==> src/rtl/sprmux_pkg.sv <==
`timescale 1ns/1ps
package sprmux_pkg;
  // Per-slot attributes latched at load time.
  typedef struct packed {
    logic [1:0] pal;     // object palette number
    logic       behind;  // 1: drawn behind opaque playfield
  } obj_attr_t;

  localparam int PIX_W = 2;  // pixel value width (two bit-planes)
  localparam int IDX_W = 5;  // palette index width
endpackage

==> src/rtl/sprmux_slot.sv <==
`timescale 1ns/1ps
module sprmux_slot
  import sprmux_pkg::*;
#(
  parameter int PAT_W = 8,
  parameter int X_W   = 8
) (
  input  logic             clk,
  input  logic             rst,
  input  logic             ld,
  input  logic [PAT_W-1:0] ld_lo,
  input  logic [PAT_W-1:0] ld_hi,
  input  obj_attr_t        ld_attr,
  input  logic [X_W-1:0]   ld_x,
  input  logic             ld_flip,
  input  logic             step,
  output logic [PIX_W-1:0] pix_o,
  output obj_attr_t        attr_o
);
  localparam int CNT_W = $clog2(PAT_W + 1);

  logic [PAT_W-1:0] lo_q, hi_q;
  logic [X_W-1:0]   x_q;
  logic [CNT_W-1:0] rem_q;
  obj_attr_t        attr_q;

  function automatic logic [PAT_W-1:0] mirror(input logic [PAT_W-1:0] v);
    logic [PAT_W-1:0] r;
    for (int b = 0; b < PAT_W; b++) r[b] = v[PAT_W-1-b];
    return r;
  endfunction

  always_ff @(posedge clk) begin
    if (rst) begin
      lo_q   <= '0;
      hi_q   <= '0;
      x_q    <= '0;
      rem_q  <= '0;
      attr_q <= '0;
    end else if (ld) begin
      lo_q   <= ld_flip ? mirror(ld_lo) : ld_lo;
      hi_q   <= ld_flip ? mirror(ld_hi) : ld_hi;
      x_q    <= ld_x;
      rem_q  <= CNT_W'(PAT_W);
      attr_q <= ld_attr;
    end else if (step) begin
      if (x_q != '0) begin
        x_q <= x_q - 1'b1;
      end else if (rem_q != '0) begin
        lo_q  <= lo_q << 1;
        hi_q  <= hi_q << 1;
        rem_q <= rem_q - 1'b1;
      end
    end
  end

  assign pix_o  = (x_q == '0 && rem_q != '0) ? {hi_q[PAT_W-1], lo_q[PAT_W-1]} : '0;
  assign attr_o = attr_q;
endmodule

==> src/rtl/sprmux_arb.sv <==
`timescale 1ns/1ps
module sprmux_arb
  import sprmux_pkg::*;
#(
  parameter int NUM_SLOTS = 8
) (
  input  logic [NUM_SLOTS-1:0][PIX_W-1:0] pix_i,
  input  obj_attr_t [NUM_SLOTS-1:0]       attr_i,
  output logic [PIX_W-1:0]                win_pix,
  output obj_attr_t                       win_attr,
  output logic                            win_first
);
  localparam int SEL_W = $clog2(NUM_SLOTS);

  logic [SEL_W-1:0] win;
  logic             found;

  always_comb begin
    win   = SEL_W'(NUM_SLOTS - 1);
    found = 1'b0;
    for (int i = 0; i < NUM_SLOTS; i++) begin
      if (!found && pix_i[i] != '0) begin
        win   = SEL_W'(i);
        found = 1'b1;
      end
    end
  end

  assign win_pix   = pix_i[win];
  assign win_attr  = attr_i[win];
  assign win_first = (win == '0);
endmodule

==> src/rtl/sprmux_merge.sv <==
`timescale 1ns/1ps
module sprmux_merge
  import sprmux_pkg::*;
(
  input  logic [PIX_W-1:0] obj_pix,
  input  obj_attr_t        obj_attr,
  input  logic             obj_first,
  input  logic             obj_prim,
  input  logic [3:0]       pf_pix,
  output logic [IDX_W-1:0] idx,
  output logic             hit
);
  logic obj_op, pf_op, use_obj;

  assign obj_op  = (obj_pix != '0);
  assign pf_op   = (pf_pix[1:0] != 2'b00);
  assign use_obj = obj_op && (!obj_attr.behind || !pf_op);

  always_comb begin
    if (use_obj)    idx = {1'b1, obj_attr.pal, obj_pix};
    else if (pf_op) idx = {1'b0, pf_pix};
    else            idx = '0;
  end

  assign hit = obj_op && pf_op && obj_first && obj_prim;
endmodule

==> src/rtl/sprite_pixel_mux.sv <==
`timescale 1ns/1ps
module sprite_pixel_mux
  import sprmux_pkg::*;
#(
  parameter  int NUM_SLOTS = 8,
  parameter  int PAT_W     = 8,
  parameter  int X_W       = 8,
  localparam int SEL_W     = $clog2(NUM_SLOTS)
) (
  input  logic             clk,
  input  logic             rst,
  input  logic             load_en,
  input  logic [SEL_W-1:0] load_sel,
  input  logic [PAT_W-1:0] load_pat_lo,
  input  logic [PAT_W-1:0] load_pat_hi,
  input  logic [1:0]       load_pal,
  input  logic             load_behind,
  input  logic [X_W-1:0]   load_x,
  input  logic             load_flip,
  input  logic             load_primary,
  input  logic             pix_en,
  input  logic [3:0]       pf_pix,
  input  logic             frame_clr,
  output logic [4:0]       pal_idx,
  output logic             obj0_hit
);
  logic [NUM_SLOTS-1:0][PIX_W-1:0] slot_pix;
  obj_attr_t [NUM_SLOTS-1:0]       slot_attr;
  obj_attr_t                       ld_attr;
  logic [PIX_W-1:0]                win_pix;
  obj_attr_t                       win_attr;
  logic                            win_first;
  logic                            prim_q;
  logic [IDX_W-1:0]                idx_c;
  logic                            hit_c;

  assign ld_attr = '{pal: load_pal, behind: load_behind};

  for (genvar g = 0; g < NUM_SLOTS; g++) begin : g_slot
    sprmux_slot #(.PAT_W(PAT_W), .X_W(X_W)) u_slot (
      .clk    (clk),
      .rst    (rst),
      .ld     (load_en && load_sel == SEL_W'(g)),
      .ld_lo  (load_pat_lo),
      .ld_hi  (load_pat_hi),
      .ld_attr(ld_attr),
      .ld_x   (load_x),
      .ld_flip(load_flip),
      .step   (pix_en),
      .pix_o  (slot_pix[g]),
      .attr_o (slot_attr[g])
    );
  end

  always_ff @(posedge clk) begin
    if (rst) prim_q <= 1'b0;
    else if (load_en && load_sel == '0) prim_q <= load_primary;
  end

  sprmux_arb #(.NUM_SLOTS(NUM_SLOTS)) u_arb (
    .pix_i    (slot_pix),
    .attr_i   (slot_attr),
    .win_pix  (win_pix),
    .win_attr (win_attr),
    .win_first(win_first)
  );

  sprmux_merge u_merge (
    .obj_pix  (win_pix),
    .obj_attr (win_attr),
    .obj_first(win_first),
    .obj_prim (prim_q),
    .pf_pix   (pf_pix),
    .idx      (idx_c),
    .hit      (hit_c)
  );

  always_ff @(posedge clk) begin
    if (rst) begin
      pal_idx  <= '0;
      obj0_hit <= 1'b0;
    end else begin
      if (pix_en) pal_idx <= idx_c;
      if (frame_clr)           obj0_hit <= 1'b0;
      else if (pix_en && hit_c) obj0_hit <= 1'b1;
    end
  end
endmodule

==> config.mk <==
export PLATFORM = sky130hd
export DESIGN_NAME = sprite_pixel_mux
export DESIGN_NICKNAME = d
export VERILOG_FILES = /design/src/rtl/sprmux_pkg.sv /design/src/rtl/sprmux_slot.sv /design/src/rtl/sprmux_arb.sv /design/src/rtl/sprmux_merge.sv /design/src/rtl/sprite_pixel_mux.sv
export SDC_FILE = /design/constraint.sdc
export NUM_CORES = 1
export LEC_CHECK = 0
export BUFFER_PORTS_ARGS = -buffer_cell sky130_fd_sc_hd__buf_2
export CORE_ASPECT_RATIO = 0.6
export CORE_MARGIN = 1
export CORE_UTILIZATION = 55
export DETAILED_ROUTE_END_ITERATION = 8
export PLACE_DENSITY = 0.75
export SYNTH_ARGS = -nofsm -noshare
export SYNTH_HDL_FRONTEND = slang
export SYNTH_HIERARCHICAL = 1
export SYNTH_SLANG_ARGS = --single-unit
==> constraint.sdc <==
create_clock -name clk -period 3.7 [get_ports clk]
set_input_delay 0.37 -clock clk [delete_from_list [all_inputs] [get_ports clk]]
set_output_delay 0.37 -clock clk [all_outputs]
set_load 0.005 [all_outputs]
==> impl_metrics.toml <==
[floorplanning]
die_area_um2 = 28000
core_area_um2 = 26600
ios = 47
die_y_um = 130
die_w_um = 215
rows = 46
start_util = 0.564

[yosys]
synth_edf_count = 0
synth_nets = 1794
synthFlopType = "dfxtp_1"
yosysTopAreaCell = "dfxtp_1"
synthCells = 1729
yosysSeqAreaShare = 0.340
postSynthAreaPerCell_um2 = 8.68
netlist.area_leader.share = 0.340
synth_area_leaders = "dfxtp_1, mux2_2, mux2i_1"
synthDistinctLibCells = 74
ys_warn_count = 6
mappedNetlistArea_um2 = 15000
synth-seq-cells = 255
async_flop_share = 0

[job]
maxCapViolCount = 0

[sta]
tns_ps = 0
drv_slew = 0
tightest_slew_ps = 802
fmax_ghz = 0.286
min_period_ps = 3500
fin_skew_ps = 10.0
setup_viol_count_final = 0
finalHoldViolCount = 0
maxSlewHeadroom = 0.465
rsz0062_at_grt = "false"
period_share = 0.945

[worst_setup_path]
required_ps = 4110
start_kind = "flop"
endpoint_kind = "flop"
slowest_stage = "or3b_2"
cp_num_cells = 16
cp_num_buf_inv = 2
worst_r2r_path_depth = 16
critPathMaxStageDelay_ps = 510
crit_chain = "inv_1 > ha_1 > or3b_2 > and3_1 > and2_1 > nor4_2 > buf_4 > a21oi_1 > nor3_1 > nor3_1 > o221ai_2 > nor2_1 > o21a_1 > a22o_2 > mux2i_1 > nor2_1"
critical-path-top-delay-family = "simple AND/OR/NAND/NOR gates"
critPathKind = "reg2reg"
crit_fanout = 6
worstPathArrival_ps = 3910

[place]
dp_hpwl_um = 27200
port_buffers = 46
gp_congestion = 0.961

[route]
routed.top_layer = "met4"
ant_nets = 0
wl_per_cell_um = 21.1
drt-total-wl_um = 44200
vias = 13200
initialDrtViolationCount = 1432
viasPerCell = 6.34
wirelength_met1_um = 21100
routed-wl-met3_um = 4240
routed-wl-met2_um = 17700
firstDrtPassIters = 5
drc_errors = 0

[clock_tree]
cts_tree = "done"
htreeDepth = 1
cts.reportedPaths.clkPinSlew_ps = 70
ctsRootBufferMaster = "clkbuf_16"
numClockSinks = 255
clk_latency_ps = 550
clockBufferDepth = 3
numCtsBuffers = 25

[grt]
grt_max_degree = 76
grt_pass1_vias = 11900
grt_pass1_wl_um = 68300
gr-total-overflow = 0
antenna_found_initial = 2
grt_usage = 0.310

[layout]
seqCellArea_um2 = 5100
n_antenna_cell = 0
drive_gt1_frac = 0.188
final_core_util = 0.610
syn2layout_area_growth_pct = 8.07
final_nets = 1777
multiInputGateArea_um2 = 9050
nFillCells = 2335

[power]
p_leak_uw = 0.00618
p_per_area_nw_per_um2 = 631
ir_drop_mv = 0.479

[min_path]
hold_class = "in2reg"
hold_depth = 3

[run_status]
status = "finished clean"
-- placed cells by master, fill, tap and decap left out, types with 8 or more instances in the layout --
cell / n
and2_1: 17
a21oi_1: 95
nor4_4: 8
nor3b_1: 14
nor2_2: 13
clkbuf_16: 25
or3b_2: 16
o21ai_0: 84
nand3_1: 31
or3_1: 32
nand2_1: 211
nor3b_2: 8
nand2b_1: 13
mux2_2: 86
nand4_1: 16
o211ai_1: 14
o311a_1: 25
nor2_1: 104
xnor2_1: 30
and3_1: 8
a211oi_1: 46
nor3_1: 30
xor2_1: 15
or4_4: 9
nor4b_1: 8
a31oi_1: 87
or4_1: 16
or2_2: 18
and4_1: 8
clkbuf_8: 8
nor4_1: 9
o211a_1: 16
ha_1: 24
buf_4: 31
dfxtp_1: 255
buf_2: 43
inv_1: 62
mux2i_1: 90
a21o_1: 9
-- power breakdown --
group | leakage [uW] | switching [uW] | internal, uW
sequential | 0.00208 | 548 | 3180
clock | 0.000402 | 1130 | 1470
combinational | 0.00370 | 2050 | 1860
total | 0.00618 | 3730 | 6510
-- per-layer routing --
metal  GRT usage  up-vias
li1            -     6252
met3      0.0608       87
met2       0.446      550
met5           0        -
met1       0.467     6348
met4      0.0834        0
-- worst paths after layout --
check	from	to	slack, ps
max	g_slot[2].u_slot/rem_q[0]	pal_idx[3]	200
min	load_primary	prim_q	150
max reg2reg	g_slot[2].u_slot/rem_q[0]	pal_idx[3]	200
min reg2reg	g_slot[2].u_slot/lo_q[0]	g_slot[2].u_slot/lo_q[0]	460
-- synthesized netlist by cell type, types with 24 or more instances --
library cell,instances
inv_1,62
o21ai_0,85
nor2_1,110
nor3_1,31
nand3_1,31
o311a_1,25
nand2_1,211
or3_1,33
dfxtp_1,255
a211oi_1,46
clkbuf_1,72
a31oi_1,87
ha_1,24
mux2i_1,90
xnor2_1,30
a21oi_1,95
mux2_2,86
-- metrics by stage --
stage / hold slack [ps] / setup WS [ps] / area (um^2) / std cells / power (uW)
2_1_floorplan: 442 / 383 / 15000 / 1729 / 6700
3_3_place_gp: 451 / 115 / 15400 / 2044 / 7480
3_5_place_dp: 457 / 41.7 / 15400 / 2044 / 7580
4_1_cts: 141 / 7.48 / 16200 / 2089 / 10200
5_1_grt: 164 / 3.80 / 16200 / 2089 / 10800
6_report: 154 / 202 / 16200 / 2089 / 10200
-- what timing repair did --
item / in CTS / in global routing
endpoints found under the setup margin: 0 / 5
hold buffers: 1 / 0
hold endpoints to repair: 1 / 0
buffers inserted: 0 / 0
resized for setup: 0 / 7
-- worst register-to-register path, cell delays in order, from the launching register on --
cell	delay [ps]
dfxtp_1	330
inv_1	60
ha_1	150
or3b_2	510
and3_1	260
and2_1	280
nor4_2	280
buf_4	180
a21oi_1	70
nor3_1	150
nor3_1	80
o221ai_2	250
nor2_1	140
o21a_1	220
a22o_2	210
mux2i_1	150
nor2_1	60
-- cell type report --
| class | instances | area share |
|---|---|---|
| Clock inverter | 6 | 0.00378 |
| Clock buffer | 38 | 0.0465 |
| Tap cell | 360 | 0.0278 |
| Timing Repair Buffer | 79 | 0.0326 |
| Inverter | 70 | 0.0162 |
| Sequential cell | 255 | 0.315 |
| Multi-Input combinational cell | 1281 | 0.558 |
-- state kept, by name, summed over array words and instances (netlist names) --
signal and cells:
g_slot.u_slot/attr_o 24, g_slot.u_slot/hi_q 64, g_slot.u_slot/lo_q 64, g_slot.u_slot/rem_q 32, g_slot.u_slot/x_q 64, obj0_hit 1, pal_idx 5, prim_q 1
-- logic make-up (layout without fill, tap and decap cells) --
group           count (synthesis)  after routing  synth area share
flops                         255            255             0.340
fa+ha+maj                      24             24            0.0200
simple gates                  610            610             0.229
compound gates                426            426             0.201
mux                           176            176             0.125
buf+inv                       193            193            0.0596
xor+xnor                       45             45            0.0263
Note: power is estimated with default switching activity, not from simulation.
